**src/rtl/tcfa_pkg.sv**
```systemverilog
package tcfa_pkg;
  typedef enum logic {
    RND_TRUNC   = 1'b0,
    RND_HALF_UP = 1'b1
  } rnd_mode_e;
endpackage

```
**src/rtl/tcfa_align.sv**
```systemverilog
module tcfa_align #(
  parameter int EXP_W = 6,
  parameter int MAN_W = 6
) (
  input  logic             clk_i,
  input  logic             rst_ni,
  input  logic             valid_i,
  input  logic [EXP_W-1:0] a_exp_i,
  input  logic [MAN_W-1:0] a_sig_i,
  input  logic [EXP_W-1:0] b_exp_i,
  input  logic [MAN_W-1:0] b_sig_i,
  output logic [EXP_W-1:0] big_exp_o,
  output logic [MAN_W:0]   big_ext_o,
  output logic [MAN_W:0]   small_al_o
);
  localparam int W1   = MAN_W + 1;
  localparam int DW   = EXP_W + 1;
  localparam int SH_W = $clog2(W1 + 1);
  localparam logic [EXP_W-1:0] EXP_MIN = {1'b1, {(EXP_W-1){1'b0}}};

  logic [EXP_W-1:0] a_eff, b_eff, small_exp;
  logic [DW-1:0]    diff, diff_abs;
  logic             swap;
  logic [MAN_W-1:0] big_sig, small_sig;
  logic [SH_W-1:0]  shamt;

  // zero operands never win the exponent compare
  assign a_eff = (a_sig_i == '0) ? EXP_MIN : a_exp_i;
  assign b_eff = (b_sig_i == '0) ? EXP_MIN : b_exp_i;

  assign diff     = {a_eff[EXP_W-1], a_eff} - {b_eff[EXP_W-1], b_eff};
  assign swap     = diff[DW-1];
  assign diff_abs = swap ? (~diff + 1'b1) : diff;

  // exchange network
  assign big_exp_o = swap ? b_eff   : a_eff;
  assign small_exp = swap ? a_eff   : b_eff;
  assign big_sig   = swap ? b_sig_i : a_sig_i;
  assign small_sig = swap ? a_sig_i : b_sig_i;

  assign shamt = (diff_abs >= DW'(W1)) ? SH_W'(W1) : SH_W'(diff_abs);

  assign big_ext_o  = {big_sig, 1'b0};
  assign small_al_o = $signed({small_sig, 1'b0}) >>> shamt;

  a_r3_big_wins: assert property (@(posedge clk_i) disable iff (!rst_ni)
    valid_i |-> ($signed(big_exp_o) >= $signed(small_exp)));

  a_r4_far_is_sign: assert property (@(posedge clk_i) disable iff (!rst_ni)
    (valid_i && shamt == SH_W'(W1)) |-> (small_al_o == {W1{small_sig[MAN_W-1]}}));
endmodule

```
**src/rtl/tcfa_rsb_count.sv**
```systemverilog
module tcfa_rsb_count #(
  parameter int W     = 8,
  parameter int CNT_W = $clog2(W)
) (
  input  logic [W-1:0]     word_i,
  output logic [CNT_W-1:0] cnt_o
);
  logic [W-2:0] run;

  assign run[W-2] = word_i[W-2] ~^ word_i[W-1];
  for (genvar i = W - 3; i >= 0; i--) begin : g_run
    assign run[i] = run[i+1] & (word_i[i] ~^ word_i[W-1]);
  end

  assign cnt_o = CNT_W'($countones(run));
endmodule

```
**src/rtl/tcfa_norm_round.sv**
```systemverilog
module tcfa_norm_round
  import tcfa_pkg::*;
#(
  parameter int        EXP_W    = 6,
  parameter int        MAN_W    = 6,
  parameter rnd_mode_e RND_MODE = RND_HALF_UP,
  parameter int        W2       = MAN_W + 2,
  parameter int        CNT_W    = $clog2(W2)
) (
  input  logic             clk_i,
  input  logic             rst_ni,
  input  logic             valid_i,
  input  logic [W2-1:0]    sum_i,
  input  logic [CNT_W-1:0] cnt_i,
  input  logic [EXP_W-1:0] big_exp_i,
  output logic [EXP_W-1:0] exp_o,
  output logic [MAN_W-1:0] sig_o
);
  localparam int XW = EXP_W + 2;
  localparam logic [EXP_W-1:0] EXP_MIN = {1'b1, {(EXP_W-1){1'b0}}};

  logic [W2-1:0]    norm;
  logic [MAN_W-1:0] pre_sig, fin_sig;
  logic             guard, unused_lsb, is_zero;
  logic [XW-1:0]    e0, fin_exp;
  logic [XW-EXP_W-1:0] unused_hi;

  assign norm       = sum_i << cnt_i;
  assign pre_sig    = norm[W2-1:2];
  assign guard      = norm[1];
  assign unused_lsb = norm[0];
  assign is_zero    = (sum_i == '0);

  // sum lsb sits one below big lsb, kept field sits two above: +1 - shift
  assign e0 = XW'($signed(big_exp_i)) + XW'(1) - XW'(cnt_i);

  if (RND_MODE == RND_HALF_UP) begin : g_round
    logic [MAN_W:0] r_ext;
    logic           ovf, shl;
    assign r_ext = {pre_sig[MAN_W-1], pre_sig} + {{MAN_W{1'b0}}, guard};
    assign ovf   = r_ext[MAN_W] ^ r_ext[MAN_W-1];
    assign shl   = !ovf && (r_ext[MAN_W-1] == r_ext[MAN_W-2]) && (r_ext != '0);
    assign fin_sig = ovf ? r_ext[MAN_W:1]
                   : shl ? {r_ext[MAN_W-2:0], 1'b0}
                   : r_ext[MAN_W-1:0];
    assign fin_exp = e0 + (ovf ? XW'(1) : XW'(0)) - (shl ? XW'(1) : XW'(0));
  end else begin : g_trunc
    logic unused_guard;
    assign unused_guard = guard;
    assign fin_sig = pre_sig;
    assign fin_exp = e0;
  end

  assign unused_hi = fin_exp[XW-1:EXP_W];
  assign sig_o = is_zero ? '0      : fin_sig;
  assign exp_o = is_zero ? EXP_MIN : fin_exp[EXP_W-1:0];

  a_r6_shift_normalises: assert property (@(posedge clk_i) disable iff (!rst_ni)
    (valid_i && !is_zero) |-> (norm[W2-1] != norm[W2-2]));

  a_r7_zero_exp: assert property (@(posedge clk_i) disable iff (!rst_ni)
    (valid_i && is_zero) |-> (sig_o == '0 && exp_o == EXP_MIN));
endmodule

```
**src/rtl/tc_float_adder.sv**
```systemverilog
module tc_float_adder
  import tcfa_pkg::*;
#(
  parameter int        EXP_W    = 6,
  parameter int        MAN_W    = 6,
  parameter rnd_mode_e RND_MODE = RND_HALF_UP
) (
  input  logic             clk_i,
  input  logic             rst_ni,
  input  logic             a_valid_i,
  input  logic [EXP_W-1:0] a_exp_i,
  input  logic [MAN_W-1:0] a_sig_i,
  input  logic             b_valid_i,
  input  logic [EXP_W-1:0] b_exp_i,
  input  logic [MAN_W-1:0] b_sig_i,
  output logic             sum_valid_o,
  output logic [EXP_W-1:0] sum_exp_o,
  output logic [MAN_W-1:0] sum_sig_o
);
  localparam int W1    = MAN_W + 1;
  localparam int W2    = MAN_W + 2;
  localparam int CNT_W = $clog2(W2);
  localparam logic [EXP_W-1:0] EXP_MIN = {1'b1, {(EXP_W-1){1'b0}}};

  logic             go;
  logic [EXP_W-1:0] al_big_exp;
  logic [W1-1:0]    al_big_ext, al_small;

  logic             s1_valid;
  logic [EXP_W-1:0] s1_big_exp;
  logic [W1-1:0]    s1_big_ext, s1_small;

  logic [W2-1:0]    sum;
  logic [CNT_W-1:0] rsb;
  logic [EXP_W-1:0] nr_exp;
  logic [MAN_W-1:0] nr_sig;

  assign go = a_valid_i & b_valid_i;

  tcfa_align #(.EXP_W(EXP_W), .MAN_W(MAN_W)) u_align (
    .clk_i     (clk_i),
    .rst_ni    (rst_ni),
    .valid_i   (go),
    .a_exp_i   (a_exp_i),
    .a_sig_i   (a_sig_i),
    .b_exp_i   (b_exp_i),
    .b_sig_i   (b_sig_i),
    .big_exp_o (al_big_exp),
    .big_ext_o (al_big_ext),
    .small_al_o(al_small)
  );

  always_ff @(posedge clk_i or negedge rst_ni) begin
    if (!rst_ni) begin
      s1_valid   <= 1'b0;
      s1_big_exp <= '0;
      s1_big_ext <= '0;
      s1_small   <= '0;
    end else begin
      s1_valid <= go;
      if (go) begin
        s1_big_exp <= al_big_exp;
        s1_big_ext <= al_big_ext;
        s1_small   <= al_small;
      end
    end
  end

  assign sum = {s1_big_ext[W1-1], s1_big_ext} + {s1_small[W1-1], s1_small};

  tcfa_rsb_count #(.W(W2), .CNT_W(CNT_W)) u_rsb (
    .word_i(sum),
    .cnt_o (rsb)
  );

  tcfa_norm_round #(
    .EXP_W(EXP_W), .MAN_W(MAN_W), .RND_MODE(RND_MODE), .W2(W2), .CNT_W(CNT_W)
  ) u_norm (
    .clk_i    (clk_i),
    .rst_ni   (rst_ni),
    .valid_i  (s1_valid),
    .sum_i    (sum),
    .cnt_i    (rsb),
    .big_exp_i(s1_big_exp),
    .exp_o    (nr_exp),
    .sig_o    (nr_sig)
  );

  always_ff @(posedge clk_i or negedge rst_ni) begin
    if (!rst_ni) begin
      sum_valid_o <= 1'b0;
      sum_exp_o   <= '0;
      sum_sig_o   <= '0;
    end else begin
      sum_valid_o <= s1_valid;
      if (s1_valid) begin
        sum_exp_o <= nr_exp;
        sum_sig_o <= nr_sig;
      end
    end
  end

  a_r1_stage_one: assert property (@(posedge clk_i) disable iff (!rst_ni)
    (a_valid_i != b_valid_i) |=> !s1_valid);

  a_r1_result_follows: assert property (@(posedge clk_i) disable iff (!rst_ni)
    s1_valid |=> sum_valid_o);

  a_r10_no_spurious: assert property (@(posedge clk_i) disable iff (!rst_ni)
    !s1_valid |=> !sum_valid_o);

  a_r6_out_normal: assert property (@(posedge clk_i) disable iff (!rst_ni)
    (sum_valid_o && sum_sig_o != '0) |-> (sum_sig_o[MAN_W-1] != sum_sig_o[MAN_W-2]));

  a_r7_out_zero: assert property (@(posedge clk_i) disable iff (!rst_ni)
    (sum_valid_o && sum_sig_o == '0) |-> (sum_exp_o == EXP_MIN));
endmodule

```
**config.mk**
```make
export PLATFORM = sky130hd
export DESIGN_NAME = tc_float_adder
export DESIGN_NICKNAME = d
export VERILOG_FILES = /design/src/rtl/tcfa_pkg.sv /design/src/rtl/tcfa_align.sv /design/src/rtl/tcfa_rsb_count.sv /design/src/rtl/tcfa_norm_round.sv /design/src/rtl/tc_float_adder.sv
export SDC_FILE = /design/constraint.sdc
export NUM_CORES = 1
export LEC_CHECK = 0
export BUFFER_PORTS_ARGS = -buffer_cell sky130_fd_sc_hd__clkbuf_2
export CAP_MARGIN = 30
export CORE_UTILIZATION = 32
export CTS_BUF_LIST = sky130_fd_sc_hd__clkbuf_4 sky130_fd_sc_hd__clkbuf_8
export DETAILED_ROUTE_END_ITERATION = 16
export GPL_TIMING_DRIVEN = 0
export HOLD_SLACK_MARGIN = 0.15
export SYNTH_ARGS = -nofsm -noshare
export SYNTH_HDL_FRONTEND = slang
export SYNTH_SLANG_ARGS = --single-unit
```
**constraint.sdc**
```tcl
create_clock -name clk_i -period 9.2 [get_ports clk_i]
set_input_delay 0.46 -clock clk_i [delete_from_list [all_inputs] [get_ports clk_i]]
set_output_delay 0.46 -clock clk_i [all_outputs]
set_load 0.005 [all_outputs]
```
==> impl_metrics.yaml, run 1 <==
detailed_routing:
  route.met2.wl_mm: 3.89
  dr.pass1.iters: 4
  drt_iter0_markers: 139
  vias: 3253
  met1_length_mm: 3.93
  ant_nets: 0
  viasPerCell: 5.36
  wl_met3_um: 307
  drc_errors: 0
  wl_mm: 8.27
  highest_layer: "met4"
  routedWlPerCell_um: 13.6
placement:
  dp_slack_ps: 1380
  hpwl_mm: 6.73
  io_buffers: 40
  gp_congestion: 0.899
flow_run:
  cap_violations: 0
global_routing:
  grt_max_degree: 34
  antenna_found_initial: 0
  grt_overflow_total: 0
  track_usage_pct: 16.0
  first_global_vias: 3113
  grt_pass1_wl_mm: 14.7
synth:
  synth_edf_count: 0
  syn_area_sq_um: 3440
  yosysTopAreaCellShare_pct: 24.0
  ys_ff_latch: 33
  yosys_warnings: 0
  async_flop_share_pct: 100
  yosysMostFrequentCell: "nand2_1"
  syn_area_per_cell_sq_um: 8.13
  yosys-top-cells-count: "nand2_1, nor2_1, inv_1, dfrtp_1, a21oi_1"
  synthCells: 423
  syn_nets: 483
  synth_flop_cell: "dfrtp_1"
  ys_seq_area_share_pct: 24.0
  synthTopCellsByArea: "dfrtp_1, ha_1, nand2_1"
  ys_types: 73
  synth_top_area_cell: "dfrtp_1"
floorplanning:
  start_util_pct: 33.2
  io_pins: 41
  chipHeight_um: 106
  die_area_sq_um: 11200
  dieWidth_um: 106
  core_sq_um: 10400
  core.rowCount: 37
critical_path:
  critPathBufInv: 6
  critPathKind: "reg2reg"
  critPathCaptureType: "flop"
  crit_family: "adder cells"
  critPathRequiredTime_ps: 9380
  cpMaxStageDelayCell: "fa_1"
  critPathMaxFanout: 7
  cp_slowest_stage_delay_ps: 510
  start_kind: "flop"
  arrival_ps: 7960
final_layout:
  fill_cells: 1118
  fin_util_pct: 37.9
  area_growth_pct: 14.3
  drive_gt1_share_pct: 14.9
  nets: 530
  diodes: 0
clocking:
  cts_hold_buf: 0
  clockRootBuffer: "clkbuf_8"
  cts_resized: 0
  clk_latency_ps: 290
  cts_buffers: 5
  cts_tree: "done"
  cts_htree_levels: 2
  post_cts_buffers: 0
  clockBufferDepth: 2
  numClockSinks: 33
  clk_pin_slew_ps: 70
timing:
  setup_ws_ps: 1410
  relSlewSlack_pct: 44.7
  maxSlewViolCount: 0
  period_needed_ps: 7790
  fin_skew_ps: 9.29
  tightest_slew_ps: 829
  rsz0062_at_grt: "no"
  fmax_ghz: 0.128
  hold_violations: 0
  period_share_pct: 84.6
  tns_ps: 0
  setup_viol: 0
status:
  status: "finished, final reports clean"
min_path:
  hold_path_class: "in2async"
worst paths after layout:
path | start | endpoint | slack [ps] | depth (start not counted)
worst max-delay path | s1_small[3] | sum_exp_o[5] | 1410 | 37
worst min-delay path | rst_ni | sum_sig_o[2] | 250 | 1
worst max register to register | s1_small[3] | sum_exp_o[5] | 1410 | 37
worst min register to register | s1_small[4] | s1_small[4] | 480 | 2
max in group asynchronous | rst_ni | s1_big_ext[6] | 8410 | 1
min in group clk_i | a_sig_i[4] | s1_big_ext[5] | 450 | 3
through the flow:
step / hold slack [ps] / std cells / cell area, sq um
after global placement: 474 / 599 / 3810
after global routing: 349 / 607 / 3930
final: 252 / 607 / 3930
after detailed placement: 476 / 599 / 3810
after floorplan: 164 / 423 / 3440
after CTS: 317 / 607 / 3930
cell usage in the layout, fill, tap and decap left out, types with 6 or more instances in the layout:
| cell | Yosys | routed |
|---|---|---|
| clkbuf_2 | 0 | 40 |
| ha_1 | 25 | 25 |
| clkbuf_1 | 11 | 11 |
| nor2_1 | 39 | 39 |
| a31oi_1 | 6 | 6 |
| nand2_1 | 44 | 44 |
| o21a_1 | 8 | 8 |
| and2_1 | 15 | 15 |
| nand2b_1 | 9 | 9 |
| dfrtp_1 | 33 | 33 |
| a21oi_1 | 27 | 27 |
| nor3_1 | 7 | 7 |
| o21ai_0 | 15 | 15 |
| o22ai_1 | 10 | 10 |
| fa_1 | 7 | 7 |
| inv_1 | 38 | 38 |
| clkbuf_8 | 0 | 6 |
| xnor2_1 | 10 | 10 |
| a21o_1 | 6 | 6 |
| nand3_1 | 8 | 8 |
kinds of logic (layout without fill, tap and decap cells):
family                   count (synthesis)  after routing  share of synthesized area, %
adder cells (fa/ha/maj)                 33             33                          13.5
multiplexers                            10             10                          3.42
AND/OR/NAND/NOR                        161            161                          23.7
flip-flops                              33             33                          24.0
buffers and inverters                   50             98                          5.45
AO/OA/AOI/OAI                          120            120                          25.7
XOR/XNOR                                16             16                          4.29
metal layers:
layer | global-route usage (%) | vias to the layer above
li1 | - | 1619
met1 | 21.5 | 1527
met2 | 26.6 | 89
met3 | 2.47 | 18
met4 | 4.46 | 0
met5 | 0 | -
sequential cells by signal, indices dropped and copies added, names as in the netlist:
| register | count |
|---|---|
| sum_exp_o | 6 |
| s1_small | 7 |
| sum_sig_o | 6 |
| sum_valid_o | 1 |
| s1_big_ext | 6 |
| s1_valid | 1 |
| s1_big_exp | 6 |
layout make-up:
cell class                 count  area, sq um  area share [%]
clock inverter                 1         30.0           0.764
buffer                        12         45.0            1.15
tap                          136          170            4.33
clock buffer                   7         90.1            2.29
multi-input combinational    340         2430            61.7
inverter                      38          143            3.63
sequential                    33          826            21.0
timing repair buffer          40          200            5.09
Power of run 1 is not shown: default switching activity piles up to over one toggle a cycle in this logic, so the estimate is an artifact.
==> run 2: changes to the inputs <==
- ABC_AREA: default -> 1
- clock period: 9.2 -> 7.6 ns (I/O delays scaled with it)
==> impl_metrics.yaml, run 2 <==
floorplanning:
  core.rowCount: 37
  die_area_sq_um: 11300
  chipHeight_um: 106
  start_util_pct: 33.3
  core_sq_um: 10400
  io_pins: 41
  dieWidth_um: 106
synth:
  syn_area_sq_um: 3470
  async_flop_share_pct: 100
  yosys_warnings: 0
  syn_area_per_cell_sq_um: 6.60
  yosysMostFrequentCell: "nand2_1"
  synthSimpleGateAreaFrac_pct: 38.0
  ys_seq_area_share_pct: 23.8
  synth_flop_cell: "dfrtp_1"
  yosysTopAreaCellShare_pct: 23.8
  synthCells: 526
  synthAdderAreaFrac_pct: 13.1
  synth-xor-area-share_pct: 3.25
  ys_types: 38
  ys_ff_latch: 33
  syn_nets: 586
  synth_edf_count: 0
  synth.area.mux_share_pct: 0.288
  synth_top_family_by_area: "simple AND/OR/NAND/NOR gates"
  synth_top_area_cell: "dfrtp_1"
  yosys-top-cells-count: "nand2_1, inv_1, nand3_1, o21ai_0, dfrtp_1"
  synth_compound_area_share_pct: 10.5
  synthTopCellsByArea: "dfrtp_1, nand2_1, ha_1"
final_layout:
  nets: 645
  final_common_cell: "nand2_1"
  multi_input_area_sq_um: 2330
  fill_cells: 1143
  final_cell_mix: "nand2_1, inv_1, nand3_1, clkbuf_2, o21ai_0"
  top_register: "s1_small"
  largest_reg_flops: 7
  area_growth_pct: 18.2
  diodes: 0
  postLayoutCellArea_sq_um: 4100
  layout.cells.non_filler: 721
  regArea_sq_um: 826
  drive_gt1_share_pct: 21.5
timing:
  period_needed_ps: 7090
  setup_ws_ps: 515
  tightest_slew_ps: 819
  relSlewSlack_pct: 45.4
  hold_violations: 0
  fin_skew_ps: 6.49
  setup_viol: 0
  maxSlewViolCount: 0
  period_share_pct: 93.2
  fmax_ghz: 0.141
placement:
  hpwl_mm: 7.08
  dp_slack_ps: -227
  placed_cells: 702
  placed_area_sq_um: 3840
  io_buffers: 40
  gp_congestion: 0.877
detailed_routing:
  ant_nets: 0
  drt_iter0_markers: 118
  routedWlPerCell_um: 12.1
  drc_errors: 0
  viasPerCell: 4.81
  dr.pass1.iters: 5
  vias: 3468
  wl_mm: 8.71
critical_path:
  cp_slowest_stage_delay_ps: 550
  path_common_cell: "inv_1"
  critPathRequiredTime_ps: 7770
  critPathCaptureType: "flop"
  worstReg2RegStart: "s1_small[1]"
  reg2reg_depth: 49
  r2r-end: "sum_exp_o[5]"
  cpMaxStageDelayCell: "fa_1"
  critPathKind: "reg2reg"
  arrival_ps: 7260
  start_kind: "flop"
  reg2reg_setup_slack_ps: 510
  critPathMaxFanout: 9
global_routing:
  grt_overflow_total: 0
  first_global_vias: 3390
  track_usage_pct: 16.4
  grt_pass1_wl_mm: 15.2
  grt_max_degree: 34
  antenna_found_initial: 0
clocking:
  clockBufferDepth: 2
  numClockSinks: 33
  cts_tree: "done"
  cts_buffers: 5
  cts_htree_levels: 2
  clk_pin_slew_ps: 70
  cts_hold_buf: 0
  clk_latency_ps: 280
  clockRootBuffer: "clkbuf_8"
min_path:
  hold_path_class: "in2async"
flow_run:
  cap_violations: 0
status:
  status: "finished, final reports clean"
[run 2: how the worst max path moves through the flow]
stage / to / cells past startpoint / slack [ps] / start
5_1_grt: sum_exp_o[5] / 49 / -90 / s1_small[1]
2_1_floorplan: sum_exp_o[5] / 48 / 530 / s1_big_ext[1]
3_3_place_gp: sum_exp_o[5] / 47 / -40 / s1_big_ext[1]
4_1_cts: sum_exp_o[5] / 51 / 50 / s1_big_ext[1]
3_5_place_dp: sum_exp_o[5] / 48 / -230 / s1_big_ext[1]
6_report: sum_exp_o[5] / 49 / 510 / s1_small[1]
[run 2: per-layer routing]
| layer | vias to the layer above | track usage, % | share of wire, % |
|---|---|---|---|
| met1 | 1584 | 20.9 | 46 |
| li1 | 1805 | - | - |
| met4 | 0 | 3.97 | 1.2 |
| met2 | 71 | 29.3 | 49 |
| met3 | 8 | 1.72 | 3.3 |
| met5 | - | 0 | 0 |
[run 2: through the flow]
stage | TNS, ps | hold WS (ps) | util, %
2_1_floorplan | 0 | 84.4 | -
3_3_place_gp | -40.6 | 457 | 36.9
3_5_place_dp | -227 | 472 | 36.9
4_1_cts | 0 | 210 | 38.1
5_1_grt | -91.6 | 234 | 39.4
6_report | 0 | 175 | 39.4
[run 2: final cells by class]
class | instances | share of cell area, %
buffer | 10 | 1.25
clock buffer | 7 | 2.20
timing repair buffer | 52 | 7.08
tap | 136 | 4.15
inverter | 89 | 8.42
multi-input combinational | 394 | 56.8
sequential | 33 | 20.1
[run 2: kinds of logic (layout without fill, tap and decap cells)]
group	count (synthesis)	count (layout)
and+or+nand+nor	281	281
xor gates and xnor gates	12	12
AOI/OAI and AO/OA	68	68
DFF	33	33
muxes	1	1
buffers and inverters	99	158
adders and majority gates	32	32
[run 2: what timing repair did]
item                       CTS  global route
setup endpoints to repair    1             4
gates resized for setup      7            22
pin swaps                    2            13
buffers inserted             2            10
[run 2: critical path, delay by kind of cell (launching register included)]
family                   cells  cell delay (ps)
AND/OR/NAND/NOR             20             1930
XOR/XNOR                     1              140
adder cells (fa/ha/maj)     11             3330
buffers and inverters       13              790
flip-flops                   1              390
AO/OA/AOI/OAI                4              380
Power of run 2 is left out for the same reason.
==> run 3: changes to the inputs <==
- GPL_TIMING_DRIVEN: 0 -> default
==> impl_metrics.yaml, run 3 (synthesis results as in run 2) <==
final_layout:
  area_growth_pct: 16.4
  final_cell_mix: "nand2_1, inv_1, nand3_1, clkbuf_2, o21ai_0"
  diodes: 0
  final_common_cell: "nand2_1"
  fin_util_pct: 38.8
  largest_reg_flops: 7
  fill_cells: 1108
  nets: 633
  top_register: "s1_small"
  regArea_sq_um: 826
  drive_gt1_share_pct: 19.7
  multi_input_area_sq_um: 2310
global_routing:
  first_global_vias: 3309
  grt_max_degree: 34
  grt_overflow_total: 0
  grt_use_met2_pct: 29.5
  use_met3_pct: 1.47
  grt_pass1_wl_mm: 14.6
  antenna_found_initial: 0
  grt-busiest-layer: "met2"
  grt_use_met1_pct: 18.9
  track_usage_pct: 15.8
placement:
  gp_congestion: 0.837
  hpwl_mm: 6.81
  io_buffers: 40
critical_path:
  reg2reg_depth: 47
  critPathRequiredTime_ps: 7770
  cpMaxStageDelayCell: "fa_2"
  reg2reg_setup_slack_ps: 430
  r2r-end: "sum_exp_o[5]"
  critPathKind: "reg2reg"
  critPathMaxFanout: 6
  critPathCaptureType: "flop"
  arrival_ps: 7350
  crit_family: "adder cells"
  start_kind: "flop"
  path_common_cell: "inv_1"
  critPathBufInv: 12
  worstReg2RegStart: "s1_big_ext[1]"
  cp_slowest_stage_delay_ps: 460
timing:
  fmax_ghz: 0.139
  tightest_slew_ps: 792
  period_share_pct: 94.4
  setup_viol: 0
  maxSlewViolCount: 0
  period_needed_ps: 7170
  relSlewSlack_pct: 47.2
  hold_violations: 0
  fin_skew_ps: 5.31
detailed_routing:
  dr.pass1.iters: 4
  wl_mm: 8.57
  routedWlPerCell_um: 12.1
  viasPerCell: 4.83
  drc_errors: 0
  vias: 3431
  drt_iter0_markers: 98
  ant_nets: 0
clocking:
  cts_buffers: 5
  cts_htree_levels: 2
  clockRootBuffer: "clkbuf_8"
  cts_hold_buf: 0
  clockBufferDepth: 2
  clk_latency_ps: 280
  cts_tree: "done"
  numClockSinks: 33
  clk_pin_slew_ps: 70
floorplanning:
  chipHeight_um: 106
  die_area_sq_um: 11300
  io_pins: 41
  dieWidth_um: 106
  start_util_pct: 33.3
  core.rowCount: 37
  core_sq_um: 10400
min_path:
  hold_path_class: "in2async"
flow_run:
  cap_violations: 0
status:
  status: "finished, final reports clean"
==> run 3: cell count changes in the layout (fill, tap and decap cells not counted), sizes merged <==
cell,change
clkbuf,-4
clkinvlp,+1
bufinv,+1
buf,-9
==> run 3: worst reg2reg max path, delay by kind of cell, from the launching register on <==
family | cells | cell delay [ps]
xor+xnor | 1 | 150
buf+inv | 12 | 860
fa+ha+maj | 11 | 3370
compound gates | 5 | 570
flops | 1 | 390
simple gates | 18 | 1720
==> run 3: final cells by class <==
type,instances,share of cell area [%]
multi-input cells,394,57.2
flip-flops and latches,33,20.5
inverters,89,8.43
repair buffers,49,6.63
well taps,136,4.21
clock buffers,7,2.23
clock inverters,1,0.744
repair inverters,1,0.124
==> run 3: layer usage <==
metal | routed length [um] | up-vias
met5 | 0 | -
met4 | 126 | 0
met3 | 261 | 11
met2 | 4350 | 81
met1 | 3830 | 1560
li1 | - | 1779
==> run 3: how the worst max path moves through the flow <==
stage / from / endpoint / cells after the start
2_1_floorplan: s1_big_ext[1] / sum_exp_o[5] / 48
3_3_place_gp: s1_big_ext[1] / sum_exp_o[5] / 47
3_5_place_dp: s1_big_ext[1] / sum_exp_o[5] / 47
4_1_cts: s1_big_ext[1] / sum_exp_o[5] / 47
5_1_grt: s1_small[1] / sum_exp_o[5] / 50
6_report: s1_big_ext[1] / sum_exp_o[5] / 47
==> run 3: through the flow <==
| step | setup TNS (ps) | cell area, sq um | hold WS, ps | setup WS [ps] | instances |
|---|---|---|---|---|---|
| floorplan | 0 | 3470 | 84.4 | 532 | 526 |
| global placement | 0 | 3800 | 447 | 353 | 693 |
| detailed placement | 0 | 3800 | 446 | 51.9 | 693 |
| CTS | 0 | 3920 | 193 | 16.4 | 701 |
| global route | -129 | 4040 | 226 | -129 | 710 |
| finish | 0 | 4040 | 170 | 428 | 710 |
==> run 3: repair_timing <==
action / 4_1_cts / 5_1_grt
endpoints found under the setup margin: 0 / 4
gates resized for setup: 0 / 19
buffers inserted: 0 / 8
endpoints found under the hold margin: 0 / 0
Power of run 3 is left out for the same reason.
